--- config.mk ---
export PLATFORM = sky130hd
export DESIGN_NAME = dly_oneshot_timer
export DESIGN_NICKNAME = d
export VERILOG_FILES = /design/src/rtl/dly_pkg.sv /design/src/rtl/dly_trig_cond.sv /design/src/rtl/dly_tick_sel.sv /design/src/rtl/dly_down_ctr.sv /design/src/rtl/dly_oneshot_timer.sv
export SDC_FILE = /design/constraint.sdc
export NUM_CORES = 1
export LEC_CHECK = 0
export BUFFER_PORTS_ARGS = -buffer_cell sky130_fd_sc_hd__buf_2
export CORE_MARGIN = 2
export CORE_UTILIZATION = 55
export CTS_BUF_LIST = sky130_fd_sc_hd__clkbuf_4 sky130_fd_sc_hd__clkbuf_8
export CTS_CLUSTER_DIAMETER = 60
export CTS_CLUSTER_SIZE = 14
export DETAILED_ROUTE_END_ITERATION = 12
export GPL_TIMING_DRIVEN = 0
export PLACE_DENSITY = 0.78
export SLEW_MARGIN = 10
export SYNTH_ARGS = -nofsm -noshare
export SYNTH_HDL_FRONTEND = slang
export SYNTH_SLANG_ARGS = --single-unit
--- constraint.sdc ---
create_clock -name clk -period 6.7 [get_ports clk]
set_clock_uncertainty 0.2 [all_clocks]
set_input_delay 1.005 -clock clk [delete_from_list [all_inputs] [get_ports clk]]
set_output_delay 1.005 -clock clk [all_outputs]
set_load 0.01 [all_outputs]
--- src/rtl/dly_pkg.sv ---
package dly_pkg;

    typedef enum logic [1:0] {
        EDGE_RISE     = 2'b00,
        EDGE_FALL     = 2'b01,
        EDGE_BOTH     = 2'b10,
        EDGE_BOTH_ALT = 2'b11
    } edge_mode_e;

    typedef struct packed {
        logic abort;
        logic load;
        logic tick;
    } ctr_cmd_t;

    function automatic logic edge_hit(edge_mode_e mode, logic cur, logic prv);
        case (mode)
            EDGE_RISE: return cur & ~prv;
            EDGE_FALL: return ~cur & prv;
            default:   return cur ^ prv;
        endcase
    endfunction

endpackage

--- src/rtl/dly_trig_cond.sv ---
module dly_trig_cond
    import dly_pkg::*;
#(
    parameter int SYNC_STAGES = 2,
    parameter int FILT_LEN    = 3
) (
    input  logic       clk,
    input  logic       rst,
    input  logic       trig_in,
    input  logic       filt_en,
    input  edge_mode_e edge_mode,
    output logic       edge_seen
);
    logic [SYNC_STAGES-1:0] sync_q;
    logic [FILT_LEN-1:0]    hist_q;
    logic                   lvl_q;
    logic                   prev_q;
    logic                   sync_lvl;

    assign sync_lvl = sync_q[SYNC_STAGES-1];

    always_ff @(posedge clk) begin
        if (rst) begin
            sync_q <= '0;
            hist_q <= '0;
            lvl_q  <= 1'b0;
            prev_q <= 1'b0;
        end else begin
            sync_q <= {sync_q[SYNC_STAGES-2:0], trig_in};
            hist_q <= {hist_q[FILT_LEN-2:0], sync_lvl};
            prev_q <= lvl_q;
            if (!filt_en)
                lvl_q <= sync_lvl;
            else if (&hist_q)
                lvl_q <= 1'b1;
            else if (~|hist_q)
                lvl_q <= 1'b0;
        end
    end

    assign edge_seen = edge_hit(edge_mode, lvl_q, prev_q);

endmodule

--- src/rtl/dly_tick_sel.sv ---
module dly_tick_sel #(
    parameter int NUM_SRC = 4,
    localparam int SEL_W  = $clog2(NUM_SRC)
) (
    input  logic [NUM_SRC-1:0] tick_src,
    input  logic [SEL_W-1:0]   tick_sel,
    output logic               tick
);
    assign tick = tick_src[tick_sel];
endmodule

--- src/rtl/dly_down_ctr.sv ---
module dly_down_ctr
    import dly_pkg::*;
#(
    parameter int CNT_W = 16
) (
    input  logic             clk,
    input  logic             rst,
    input  ctr_cmd_t         cmd,
    input  logic [CNT_W-1:0] load_val,
    output logic [CNT_W-1:0] count,
    output logic             expire
);
    logic [CNT_W-1:0] cnt_q;
    logic             run_q;
    logic             exp_q;

    always_ff @(posedge clk) begin
        if (rst) begin
            cnt_q <= '0;
            run_q <= 1'b0;
            exp_q <= 1'b0;
        end else begin
            exp_q <= 1'b0;
            if (cmd.abort) begin
                run_q <= 1'b0;
            end else if (cmd.load) begin
                cnt_q <= load_val;
                run_q <= 1'b1;
            end else if (run_q && cmd.tick) begin
                if (cnt_q == '0) begin
                    run_q <= 1'b0;
                    exp_q <= 1'b1;
                end else begin
                    cnt_q <= cnt_q - 1'b1;
                end
            end
        end
    end

    assign count  = cnt_q;
    assign expire = exp_q;

endmodule

--- src/rtl/dly_oneshot_timer.sv ---
module dly_oneshot_timer
    import dly_pkg::*;
#(
    parameter int CNT_W       = 16,
    parameter int NUM_SRC     = 4,
    parameter int SYNC_STAGES = 2,
    parameter int FILT_LEN    = 3,
    localparam int SEL_W      = $clog2(NUM_SRC)
) (
    input  logic               clk,
    input  logic               rst,
    input  logic               reload_wr,
    input  logic [CNT_W-1:0]   reload_data,
    input  logic               start_cmd,
    input  logic               stop_cmd,
    input  logic [NUM_SRC-1:0] tick_src,
    input  logic [SEL_W-1:0]   tick_sel,
    input  logic               trig_in,
    input  logic               filt_en,
    input  logic [1:0]         edge_mode,
    output logic               armed,
    output logic               irq
);
    logic [CNT_W-1:0] reload_q;
    logic [CNT_W-1:0] cnt_val;
    logic             armed_q;
    logic             edge_seen;
    logic             sel_tick;
    logic             ctr_load;
    ctr_cmd_t         ctr_cmd;

    always_ff @(posedge clk) begin
        if (rst) begin
            reload_q <= '0;
            armed_q  <= 1'b0;
        end else begin
            if (reload_wr)
                reload_q <= reload_data;
            if (stop_cmd)
                armed_q <= 1'b0;
            else if (start_cmd)
                armed_q <= 1'b1;
        end
    end

    dly_trig_cond #(
        .SYNC_STAGES(SYNC_STAGES),
        .FILT_LEN   (FILT_LEN)
    ) u_trig (
        .clk      (clk),
        .rst      (rst),
        .trig_in  (trig_in),
        .filt_en  (filt_en),
        .edge_mode(edge_mode_e'(edge_mode)),
        .edge_seen(edge_seen)
    );

    dly_tick_sel #(.NUM_SRC(NUM_SRC)) u_tick (
        .tick_src(tick_src),
        .tick_sel(tick_sel),
        .tick    (sel_tick)
    );

    assign ctr_load = armed_q && !stop_cmd && (start_cmd || edge_seen);

    always_comb begin
        ctr_cmd.abort = stop_cmd;
        ctr_cmd.load  = ctr_load;
        ctr_cmd.tick  = sel_tick;
    end

    dly_down_ctr #(.CNT_W(CNT_W)) u_ctr (
        .clk     (clk),
        .rst     (rst),
        .cmd     (ctr_cmd),
        .load_val(reload_q),
        .count   (cnt_val),
        .expire  (irq)
    );

    assign armed = armed_q;

endmodule

[After elaboration in Yosys (flattened, before gate mapping)]
Index checks and enable logic that the tools add are counted.
Cells by class
  add/subtract/negate cells: 1
  bitwise logic cells: 7
  multiplexer cells: 13
  order comparisons: 1
  reductions and logical operators: 15
  equal/unequal tests: 3
Operators by type and width (count)
  16-bit 2-to-1 mux: 3
  16-bit zero test: 1
  16-bit by 1-bit subtractor with 16-bit output (second input constant): 1
  1-bit 2-to-1 mux: 8
  3-bit AND reduction: 2
  1-bit NOT: 4
  2-bit nonzero test: 2
  4-bit OR reduction: 1
  1-bit logical AND: 3
  2-bit by 3-bit < comparator with 1-bit output (second input constant): 1
  3-bit by 2-bit != test with 1-bit output (second input constant): 1
  3-bit OR reduction: 1
  1-bit bitwise AND: 2
  1-bit binary-select mux with 2-bit select: 1
  2-bit by 1-bit equality test with 1-bit output (second input constant): 1
  2-bit zero test: 1
  2-bit != test (second input constant): 1
  1-bit case mux with 2 select lines: 1
  2-bit AND reduction: 1
  2-bit OR reduction: 1
  1-bit zero test: 1
  1-bit logical OR: 1
  1-bit XOR: 1
Storage, ports and cells
  output and inout bits: 2
  register bits after elaboration: 42
  input bits: 31
  word-level logic and storage cells: 49

[Longest topological paths before layout]
Gate-level depths: netlist (run 1).
  depth in word-level cells: 7
  depth in mapped cells: 8
  mapped depth without buffers: 7

[Modules after synthesis]
Synthesis (run 1) repeated with hierarchy kept, for this count alone.
Unflattened totals
  cells, all modules: 248
  area total of the unflattened synthesis: 2203.4 um2
By module, submodules not included
  dly_down_ctr: seq. area each 360.3 um2, cells each 165, area an instance 1296.2 um2, instances 1
  dly_oneshot_timer: seq. area each 340.3 um2, cells each 57, area an instance 623.1 um2, instances 1
  dly_trig_cond: seq. area each 140.1 um2, cells each 25, area an instance 261.5 um2, instances 1
  dly_tick_sel: seq. area each 0.0 um2, cells each 1, area an instance 22.5 um2, instances 1

[Least setup slack after synthesis (run 1)]
Ideal clock, no wire load.
  kind: input to register
  start: input port stop_cmd
  end: register u_ctr.cnt_q[13] (netlist: u_ctr.count[13])
  arrival: 2.430 ns
  buffers on the path: 0
  path slack: 3.980 ns
  setup time: 0.091 ns
  data required time: 6.409 ns
  stages: 5
  cell sequence: or3b_1 > o22ai_1 > nand3_2 > or4_1 > a311oi_1
Between the ends
  word-level cells in the longest chain between the ends: 5
  elaborated cells on any way between the ends: 8
  classes of those cells: eq/ne: 1; mux: 1; bitwise: 1; reduce/logical: 5
Ends and longest elaborated chain
  from (decl): line dly_oneshot_timer.sv:15  | input logic stop_cmd,
  1-bit zero test: line dly_oneshot_timer.sv:64  | assign ctr_load = armed_q && !stop_cmd && (start_cmd || edge_seen);
  1-bit logical AND (2 in series): line dly_oneshot_timer.sv:64
  2-bit != test (no source line) or 2-bit nonzero test (tied branches)
  3-bit AND reduction (no source line)
  to (signal assigned): line dly_down_ctr.sv:27  | cnt_q <= load_val;
  to (signal assigned): line dly_down_ctr.sv:34  | cnt_q <= cnt_q - 1'b1;
  to (decl): line dly_down_ctr.sv:13  | logic [CNT_W-1:0] cnt_q;
Several ways; a longest one is shown, not always the timed one.
A chain may end at the register's enable or synchronous reset.

[Worst setup path after layout (run 1)]
Same ends and word-level chain as after synthesis.

==> key figures, run 1 <==
Outcome
  • Status: completed

Yosys
  • Top post-synthesis cells by area: dfxtp_1 43%, mux2i_1 11%, nor2_1 6.7%
  • Synth Area in Compound Gates: 0.114
  • Synth Area in XOR/XNOR: 0.0445
  • Netlist Area Pre-Place: 1970 um^2
  • Post-synth EDFFs: 0
  • Main combinational cell family by area after synthesis: simple AND/OR/NAND/NOR gates
  • Cell variety after synth: 46
  • Post-synthesis mux area share: 0.113
  • Synth Area in Adders: 0.0191
  • Syn_nets: 239
  • Mapped Avg Cell Area: 9.59 um^2
  • Syn Inst Count: around 200
  • Synth Area in Simple Gates: 0.235
  • Yosys Warn Count: 0
  • Ys flop type: dfxtp_1
  • Yosys reg bits: 42
  • Area leader, netlist: dfxtp_1
  • Synth top area share: 0.427
  • Seq/Total Area, Yosys: 0.427
  • Post-synth ARST share: 0

Floorplan
  • Die area: 4070 um^2
  • # rows: 21
  • Die height: 63.8 um
  • Initial Util: 0.580
  • Die X: ~64 um
  • Core area: around 3400 um^2
  • Top Ports: 33

Flow run
  • MaxCap Viol Count: 0

Placed design
  • Port bufs: 30
  • Global placer's final weighted congestion: between 0.7 and 0.8
  • DP Area: about 2200 um^2
  • Post-DP HPWL: 2800 um

Cells and area
  • Most frequent cells in the layout: 42 x dfxtp_1, 35 x nor2_1, 31 x buf_2
  • Ant diodes: 0
  • Nets: 276
  • Share of cells above drive strength 1: 0.207
  • Filler instances: 307
  • Final Cell Area: 2220 um^2
  • Most common cell after layout, fill and taps aside: dfxtp_1
  • Layout area overhead: 13.0%

STA
  • Final hold violations: 0
  • Post-layout min period: 2.68 ns
  • Max-slew headroom: 0.524
  • Setup Viol. Count Final: 0
  • RSZ-0062 raised after global routing: no
  • Setup TNS: 0 ns
  • Max-slew violations: 0
  • Tcrit/Tclk final: 0.399
  • Slew @ Worst Pin: 0.715 ns
  • Peak Freq: ~370 MHz

Pwr
  • Leakage: just over 0.0009 uW
  • Register share of total power: 0.606
  • Clock share of power: 0.261
  • Switching power: 115 uW
  • Logic pwr share: 0.133
  • Switching portion of total power: 0.262
  • Pint: between 300 and 400 uW
  • P per Cell Area: 198 nW/um^2
  • Max VDD drop: between 150 and 200 uV

Setup path
  • Crit path to: u_ctr.count[13]
  • Crit-path max FO: 6
  • Cells along the critical path: buf_2, or3b_1, o22ai_1, nand3_2, or4_1, a311oi_1
  • Crit Path Category: in -> reg
  • Worst Setup Start Kind: primary input
  • Critical Path Sink Type: register
  • Max incr delay on CP: 0.54 ns
  • RR Startpoint: u_ctr.count[0]
  • RR Endpoint: u_ctr.count[1]
  • Critical Path AT: 2.74 ns
  • R2R cell count: 7
  • CP Data Required Time: ~6.8 ns
  • Critical-path top delay cell: or4_1
  • Setup crit start: stop_cmd
  • Reg2reg setup slack: roughly 4.1 ns

CTS
  • CTS buffer count: 5
  • CTS H-tree depth: 2
  • Worst skew pair latency: between 0.3 and 0.4 ns
  • CTS Buffer Depth: 2
  • Post-CTS sizing: 0
  • Clock root buffer: clkbuf_4
  • CTS Sinks: 42
  • TritonCTS clock tree: yes
  • CTS Hold Bufs: 0
  • Clock-pin slew on the worst setup and hold paths: 0.12 ns
  • Post-CTS Repair Setup Buffers: 0

Global routing
  • All-Layer GR Usage: 0.200
  • Initial antenna violation count: 0
  • Total congestion overflow: 0
  • Vias in the first global route: 1402
  • First-pass GRT wire length: 6440 um
  • Largest net degree at the start of global routing: 13

Detailed routing
  • ANT nets after route: 0
  • Top layer in use: met4
  • Pre-antenna DRT Iters: 4
  • WL final: 3820 um
  • Routed metal-1 wirelength: between 1500 and 2000 um
  • Metal3 WL: 179 um
  • Starting DRC count in detailed routing: 57
  • # DRC: 0
  • Met2 Routed Length: about 1700 um
  • DR vias: 1600
  • Drt wl/cell: 13.3 um
  • Vias/cell: 5.56

Hold path
  • Hold Path Class: reg -> reg
routing by layer:
layer,up-vias,global-route usage
li1,815,-
met1,746,0.288
met2,34,0.298
met3,5,0.0493
met4,0,0.0489
met5,-,0
synthesized netlist by cell type, types with 2 or more instances:
cell type,instances
a211oi_1,11
a21oi_1,2
a311oi_1,4
clkbuf_1,6
clkbuf_8,2
dfxtp_1,42
ha_1,3
inv_1,6
mux2i_1,21
nand2_1,3
nand2b_1,4
nand3_1,5
nand4_1,4
nand4b_1,3
nor2_1,35
nor2b_1,6
nor3_1,3
o21ai_0,3
o22ai_1,2
o31ai_1,3
or4_1,4
xor2_1,9
cell families (layout without fill, tap and decap cells):
| kind of cell | Yosys count | in the layout |
|---|---|---|
| DFF | 42 | 42 |
| AOI/OAI and AO/OA | 30 | 30 |
| xor gates and xnor gates | 10 | 10 |
| muxes | 22 | 22 |
| buffers and inverters | 17 | 54 |
| and+or+nand+nor | 81 | 81 |
| adders and majority gates | 3 | 3 |
sequential cells by signal, summed over array words and instances, names as in the netlist:
name,cells
reload_q,16
u_ctr.count,16
u_trig.hist_q,3
u_trig.sync_q,2
armed,1
u_ctr.expire,1
u_ctr.run_q,1
u_trig.lvl_q,1
u_trig.prev_q,1
stage by stage:
step,utilization,total power [uW],std cells,setup slack (ns),hold WS [ns]
after CTS,0.656,442,288,4.06,0.263
after detailed placement,0.642,330,281,3.67,0.234
after floorplan,-,311,205,3.98,0.214
after global placement,0.642,329,281,3.74,0.216
final,0.656,440,288,4.02,0.262
after global routing,0.656,462,288,3.93,0.289
cell type report:
| cell class | count | area (um^2) | share of cell area |
|---|---|---|---|
| tap | 46 | 57.6 | 0.0259 |
| buffer | 11 | 71.3 | 0.0321 |
| clock buffer | 5 | 37.5 | 0.0169 |
| multi-input combinational | 146 | 1030 | 0.465 |
| sequential | 42 | 841 | 0.378 |
| timing repair buffer | 30 | 150 | 0.0676 |
| inverter | 6 | 22.5 | 0.0101 |
| clock inverter | 2 | 10.0 | 0.00450 |
power by group through the flow:
stage | registers (uW) | clock network, uW | logic (uW)
after floorplan | 270 | 0 | 40.8
after global placement | 271 | 0 | 57.5
after detailed placement | 272 | 0 | 58.5
after CTS | 266 | 117 | 58.8
after global routing | 268 | 130 | 64.9
final | 266 | 115 | 58.5
worst max-delay path, delay by kind of cell:
kind                   cells  cell delay, ns
AO/OA/AOI/OAI              2            0.53
buffers and inverters      1            0.13
AND/OR/NAND/NOR            3            1.09
worst min-delay path by stage:
stage	endpoint	slack, ns	cells past startpoint	startpoint
4_1_cts	u_trig.sync_q[1]	0.26	1	u_trig.sync_q[0]
3_5_place_dp	u_trig.sync_q[1]	0.23	1	u_trig.sync_q[0]
3_3_place_gp	u_trig.sync_q[1]	0.22	1	u_trig.sync_q[0]
5_1_grt	u_trig.sync_q[1]	0.29	1	u_trig.sync_q[0]
2_1_floorplan	u_trig.sync_q[1]	0.21	1	u_trig.sync_q[0]
6_report	u_trig.sync_q[1]	0.26	1	u_trig.sync_q[0]
(Power assumes the default switching activity.)
==> run 2, diff against run 1 <==
==> constraint.sdc (replaced) <==
create_clock -name clk -period 2.6 [get_ports clk]
set_clock_uncertainty 0.2 [all_clocks]
set_input_delay 0.39 -clock clk [delete_from_list [all_inputs] [get_ports clk]]
set_output_delay 0.39 -clock clk [all_outputs]
set_load 0.01 [all_outputs]
==> run 2 against run 1 <==
Compared with the run above:
- hold slack worse by 0.23 ns
- sequential share of layout area is 0.53 points lower
- non-clock buffer count is 3 higher
- final area is 1.4% higher
- first-iteration DRC count is 37% higher
- via count is 1.4% higher
- core utilization is 0.92 points higher
- critical path type is now reg -> reg
- largest cell class unchanged
==> key figures, run 2 (same netlist as run 1, synthesis figures left out) <==
Detailed routing
  • Vias/cell: 5.57 (was 5.56)
  • # DRC: 0 (unchanged)
  • ANT nets after route: 0 (unchanged)
  • Starting DRC count in detailed routing: 78 (was 57)
  • Drt wl/cell: 13.5 um (was 13.3 um)
  • WL final: 3920 um (was 3820 um)
  • Pre-antenna DRT Iters: 4 (unchanged)
  • DR vias: 1622 (was 1600)

Hold path
  • Hold endpoint: u_trig.sync_q[0] (was u_trig.sync_q[1])
  • Hold Path Class: in -> reg (was reg -> reg)
  • HP Start: trig_in (was u_trig.sync_q[0])
  • WHS Path Cells: 2 (was 1)

Floorplan
  • Initial Util: 0.580 (unchanged)
  • Top Ports: 33 (unchanged)
  • Core area: 3390 um^2 (unchanged)
  • # rows: 21 (unchanged)
  • Die area: 4070 um^2 (unchanged)
  • Die X: 63.8 um (unchanged)
  • Die height: 63.8 um (unchanged)

Cells and area
  • Util after Layout: 0.665 (was 0.656)
  • Ant diodes: 0 (unchanged)
  • Most common cell after layout, fill and taps aside: dfxtp_1 (unchanged)
  • Most frequent cells in the layout: 42 x dfxtp_1, 35 x nor2_1, 31 x buf_2 (unchanged)
  • Nets: 279 (was 276)
  • Layout area overhead: 14.6% (was 13.0%)
  • Share of cells above drive strength 1: 0.216 (was 0.207)

Global routing
  • Initial antenna violation count: 0 (unchanged)
  • Vias in the first global route: 1402 (unchanged)
  • Largest net degree at the start of global routing: 13 (unchanged)
  • First-pass GRT wire length: 6440 um (unchanged)
  • All-Layer GR Usage: 0.200 (unchanged)
  • Total congestion overflow: 0 (unchanged)

STA
  • Setup Viol. Count Final: 0 (unchanged)
  • Peak Freq: around 420 MHz
  • Setup TNS: 0 ns (unchanged)
  • Setup slack after layout: 0.231 ns (was 4.02 ns)
  • Max-slew headroom: 0.526 (was 0.524)
  • Post-layout min period: 2.37 ns
  • Slew @ Worst Pin: 0.711 ns (was 0.715 ns)
  • Tcrit/Tclk final: 0.911
  • Final hold violations: 0 (unchanged)
  • RSZ-0062 raised after global routing: no (unchanged)
  • Max-slew violations: 0 (unchanged)

Pwr
  • Max VDD drop: 404 uV (was 154 uV)
  • Leakage: 0.000949 uW (was 0.000925 uW)
  • P per Cell Area: 506 nW/um^2 (was 198 nW/um^2)

CTS
  • Clock root buffer: clkbuf_4 (unchanged)
  • CTS buffer count: 5 (unchanged)
  • Worst skew pair latency: 0.35 ns (about the same)
  • Clock-pin slew on the worst setup and hold paths: 0.12 ns (about the same)
  • CTS Sinks: 42 (unchanged)
  • CTS Buffer Depth: 2 (unchanged)
  • CTS H-tree depth: 2 (unchanged)
  • TritonCTS clock tree: yes (unchanged)

Outcome
  • Status: completed (unchanged)

Setup path
  • Critical Path Sink Type: register (unchanged)
  • Critical Path AT: 2.45 ns (was 2.74 ns)
  • R2R cell count: 7 (unchanged)
  • Critical-path top delay cell: nor4b_4 (was or4_1)
  • CP delay by family, top: simple AND/OR/NAND/NOR gates (unchanged)
  • Reg2reg setup slack: 0.23 ns (was 4.13 ns)
  • Crit-path max FO: 8 (was 6)
  • RR Endpoint: u_ctr.count[1] (unchanged)
  • RR Startpoint: u_ctr.count[0] (unchanged)
  • Worst Setup Start Kind: register (was primary input)
  • Crit path buffers/inverters: 1 (unchanged)
  • Max incr delay on CP: 0.38 ns (was 0.54 ns)
  • Cells along the critical path: inv_1, ha_1, nor4b_4, nand4_1, nand2_1, mux2_2, o22ai_1 (was buf_2, or3b_1, o22ai_1, nand3_2, or4_1, a311oi_1)
  • Crit Path Category: reg -> reg (was in -> reg)
  • CP Data Required Time: 2.68 ns (was 6.76 ns)

Placed design
  • Global placer's final weighted congestion: 0.765 (unchanged)
  • Dpl ws: 0.0730 ns (was 3.67 ns)
  • Port bufs: 30 (unchanged)
  • Post-DP HPWL: 2800 um (unchanged)

Flow run
  • MaxCap Viol Count: 0 (unchanged)
-- run 2: cell count changes in the layout (fill, tap and decap cells not counted), sizes merged --
cell  delta
buf      +3
-- run 2: worst max-delay path by stage --
stage,startpoint,end,cells past startpoint
finish,u_ctr.count[0],u_ctr.count[1],7
global route,u_ctr.count[0],u_ctr.count[1],7
CTS,u_ctr.count[0],u_ctr.count[1],7
detailed placement,u_ctr.count[0],u_ctr.count[1],7
global placement,u_ctr.count[0],u_ctr.count[1],7
floorplan,u_ctr.count[0],u_ctr.count[1],7
-- run 2: area by class of cell --
cell class,instances,area (um^2)
clock buffers,5,37.5
plain buffers,11,71.3
inverters,6,22.5
fillers,297,1140
flip-flops and latches,42,841
clock inverters,2,10.0
well taps,46,57.6
repair buffers,33,173
multi-input cells,146,1040
-- run 2: what timing repair did --
item	CTS	global route
setup buffers	0	3
gates resized for setup	0	1
setup endpoints to repair	0	8
hold buffers	0	0
-- run 2: through the flow --
stage | hold slack (ns) | instance area [um^2] | total power, uW | cells
final | 0.0359 | 2250 | 1140 | 291
after floorplan | 0.214 | 1970 | 802 | 205
after global placement | 0.216 | 2170 | 848 | 281
after global routing | 0.0252 | 2250 | 1190 | 291
after CTS | 0.0381 | 2220 | 1140 | 288
after detailed placement | 0.234 | 2170 | 851 | 281
-- run 2: worst register-to-register path, stage by stage (launching register included) --
cell and delay [ns]:
dfxtp_1 0.36, inv_1 0.10, ha_1 0.18, nor4b_4 0.38, nand4_1 0.35, nand2_1 0.24, mux2_2 0.36, o22ai_1 0.13
-- run 2: per-layer routing --
layer  part of all wire  GRT usage  up-vias
li1                   -          -      821
met1               0.48      0.288      757
met2               0.45      0.298       39
met3              0.053     0.0493        5
met4              0.011     0.0489        0
met5                  0          0        -
-- run 2: power breakdown --
part	leakage [uW]	total [uW]	switching [uW]	internal, uW
registers	0.000343	687	18.5	668
clock network	0.0000308	299	202	97.3
logic	0.000576	154	81.3	72.7
==> run 3, diff against run 2 <==
==> constraint.sdc (replaced) <==
create_clock -name clk -period 2.2 [get_ports clk]
set_clock_uncertainty 0.2 [all_clocks]
set_input_delay 0.33 -clock clk [delete_from_list [all_inputs] [get_ports clk]]
set_output_delay 0.33 -clock clk [all_outputs]
set_load 0.01 [all_outputs]
==> run 3 against run 2 <==
Compared with the run above:
- the flow now finishes with violations (negative setup slack)
- final cell count up 4.8%
- critical endpoint is now u_ctr.count[7]
- via count rose by 6.2%
- sequential cell count stayed put
- highest routed layer unchanged
- critical path depth increased by 1
- hold slack got worse by 0.033 ns
==> key figures, run 3 (same netlist as run 1, synthesis figures left out) <==
Outcome
  • Status: finished, violations left (was completed)
  • Failing checks: negative setup slack

Flow run
  • MaxCap Viol Count: 0 (unchanged)

CTS
  • Clock root buffer: clkbuf_4 (unchanged)
  • CTS buffer count: 5 (unchanged)
  • CTS Buffer Depth: 2 (unchanged)
  • CTS Sinks: 42 (unchanged)
  • Clock-pin slew on the worst setup and hold paths: 0.12 ns (about the same)
  • Worst skew pair latency: 0.35 ns (about the same)
  • CTS H-tree depth: 2 (unchanged)
  • TritonCTS clock tree: yes (unchanged)

Setup path
  • Crit Path Category: reg -> reg (unchanged)
  • CP Data Required Time: 2.22 ns (was 2.68 ns)
  • Crit-path max FO: 6 (was 8)
  • Cells along the critical path: inv_1, ha_4, nor4b_4, nand4_1, buf_6, nand4_1, xor2_1, a211oi_1 (was inv_1, ha_1, nor4b_4, nand4_1, nand2_1, mux2_2, o22ai_1)
  • Max incr delay on CP: 0.36 ns (was 0.38 ns)
  • CP dominant cell by count: nand4_1
  • Worst Setup Start Kind: register (unchanged)
  • Critical Path AT: 2.23 ns (was 2.45 ns)
  • Critical-path top delay cell: nor4b_4 (unchanged)
  • Critical Path Sink Type: register (unchanged)
  • R2R cell count: 8 (was 7)

Global routing
  • First-pass GRT wire length: 6930 um (was 6440 um)
  • All-Layer GR Usage: 0.216 (was 0.200)
  • Met2 usage: 0.327 (was 0.298)
  • Initial antenna violation count: 0 (unchanged)
  • Vias in the first global route: 1496 (was 1402)
  • Met3 usage in global routing: 0.0493 (unchanged)
  • Top Usage Layer GRT: met2 (unchanged)
  • Total congestion overflow: 0 (unchanged)
  • Met1 Resource Use GR: 0.308 (was 0.288)
  • Largest net degree at the start of global routing: 14 (was 13)

Detailed routing
  • ANT nets after route: 0 (unchanged)
  • Vias/cell: 5.65 (was 5.57)
  • DR vias: 1723 (was 1622)
  • Pre-antenna DRT Iters: 4 (unchanged)
  • # DRC: 0 (unchanged)
  • WL final: 4530 um (was 3920 um)
  • Drt wl/cell: 14.8 um (was 13.5 um)
  • Starting DRC count in detailed routing: 94 (was 78)

Cells and area
  • Layout area overhead: 25.5% (was 14.6%)
  • Ant diodes: 0 (unchanged)
  • Share of cells above drive strength 1: 0.324 (was 0.216)
  • Most frequent cells in the layout: 37 x dfxtp_1, 35 x nor2_1, 31 x buf_2 (was 42 x dfxtp_1, 35 x nor2_1, 31 x buf_2)
  • Area used by multi-input combinational logic: 1120 um^2 (was 1040 um^2)
  • Filler instances: 264 (was 297)
  • Util after Layout: 0.728 (was 0.665)
  • Register area: 855 um^2 (was 841 um^2)
  • Most common cell after layout, fill and taps aside: dfxtp_1 (unchanged)
  • Nets: 293 (was 279)

Hold path
  • WHS Path Cells: 3 (was 2)
  • Hold Path Class: in -> reg (unchanged)

STA
  • Final hold violations: 0 (unchanged)
  • Max-slew headroom: 0.511 (was 0.526)
  • Max-slew violations: 0 (unchanged)
  • Slew @ Worst Pin: 0.733 ns (was 0.711 ns)
  • Setup TNS: -0.0106 ns (was 0 ns)
  • Tcrit/Tclk final: 1.00 (was 0.911)
  • Setup Viol. Count Final: 1 (was 0)
  • RSZ-0062 raised after global routing: yes (was no)
  • Peak Freq: 452 MHz (was 422 MHz)
  • Post-layout min period: 2.21 ns (was 2.37 ns)
  • Setup slack after layout: -0.0106 ns (was 0.231 ns)

Placed design
  • Dpl ws: -0.327 ns (was 0.0730 ns)
  • Port bufs: 30 (unchanged)
  • Global placer's final weighted congestion: 0.765 (unchanged)
  • Post-DP HPWL: 2800 um (unchanged)

Floorplan
  • Die height: 63.8 um (unchanged)
  • Initial Util: 0.580 (unchanged)
  • Core area: 3390 um^2 (unchanged)
  • Die area: 4070 um^2 (unchanged)
  • Die X: 63.8 um (unchanged)
  • # rows: 21 (unchanged)
  • Top Ports: 33 (unchanged)

Pwr
  • Max VDD drop: 456 uV (was 404 uV)
  • P per Cell Area: 566 nW/um^2 (was 506 nW/um^2)
  • Leakage: 0.00104 uW (was 0.000949 uW)
  • Design Power: 1400 uW (was 1140 uW)
[run 3: worst paths after layout]
path / startpoint / endpoint / slack [ns]
max: u_ctr.count[1] / u_ctr.count[7] / -0.01
min: reload_data[15] / reload_q[15] / 0.003
max reg2reg: u_ctr.count[1] / u_ctr.count[7] / -0.01
min reg2reg: u_trig.sync_q[0] / u_trig.sync_q[1] / 0.26
[run 3: critical path, delay by kind of cell (launching register included)]
kind / cells / cell delay (ns)
flip-flops: 1 / 0.34
adder cells (fa/ha/maj): 1 / 0.16
AND/OR/NAND/NOR: 3 / 0.73
buffers and inverters: 2 / 0.35
AO/OA/AOI/OAI: 1 / 0.10
XOR/XNOR: 1 / 0.20
[run 3: power by group]
group          total (uW)  internal, uW  switching [uW]  leakage (uW)
Sequential            810           787            23.1      0.000346
Combinational         230           115             116      0.000664
Clock                 357           115             242     0.0000308
Total                1400          1020             381       0.00104
[run 3: metal layers]
layer  vias up  part of all wire
met5         -                 0
met4         0             0.016
met3         8             0.054
met2        50              0.47
met1       818              0.47
li1        847                 -
[run 3: layout make-up]
type | count | area share
well taps | 46 | 0.0233
multi-input cells | 146 | 0.454
inverters | 6 | 0.00912
clock buffers | 5 | 0.0152
plain buffers | 10 | 0.0274
clock inverters | 2 | 0.00405
repair buffers | 48 | 0.121
flip-flops and latches | 42 | 0.346
[run 3: per-stage QoR]
step	instances	hold slack, ns	cell area (um^2)
final	305	0.00305	2470
after detailed placement	281	0.234	2170
after floorplan	205	0.208	1970
after CTS	297	0.00562	2340
after global routing	305	-0.00150	2470
after global placement	281	0.216	2170
[run 3: timing repair]
action                     CTS  global route
hold endpoints to repair     3             0
pin swaps                    5            10
setup buffers                8             8
resized for setup           10            22
hold buffers                 2             0
setup endpoints to repair   18            17
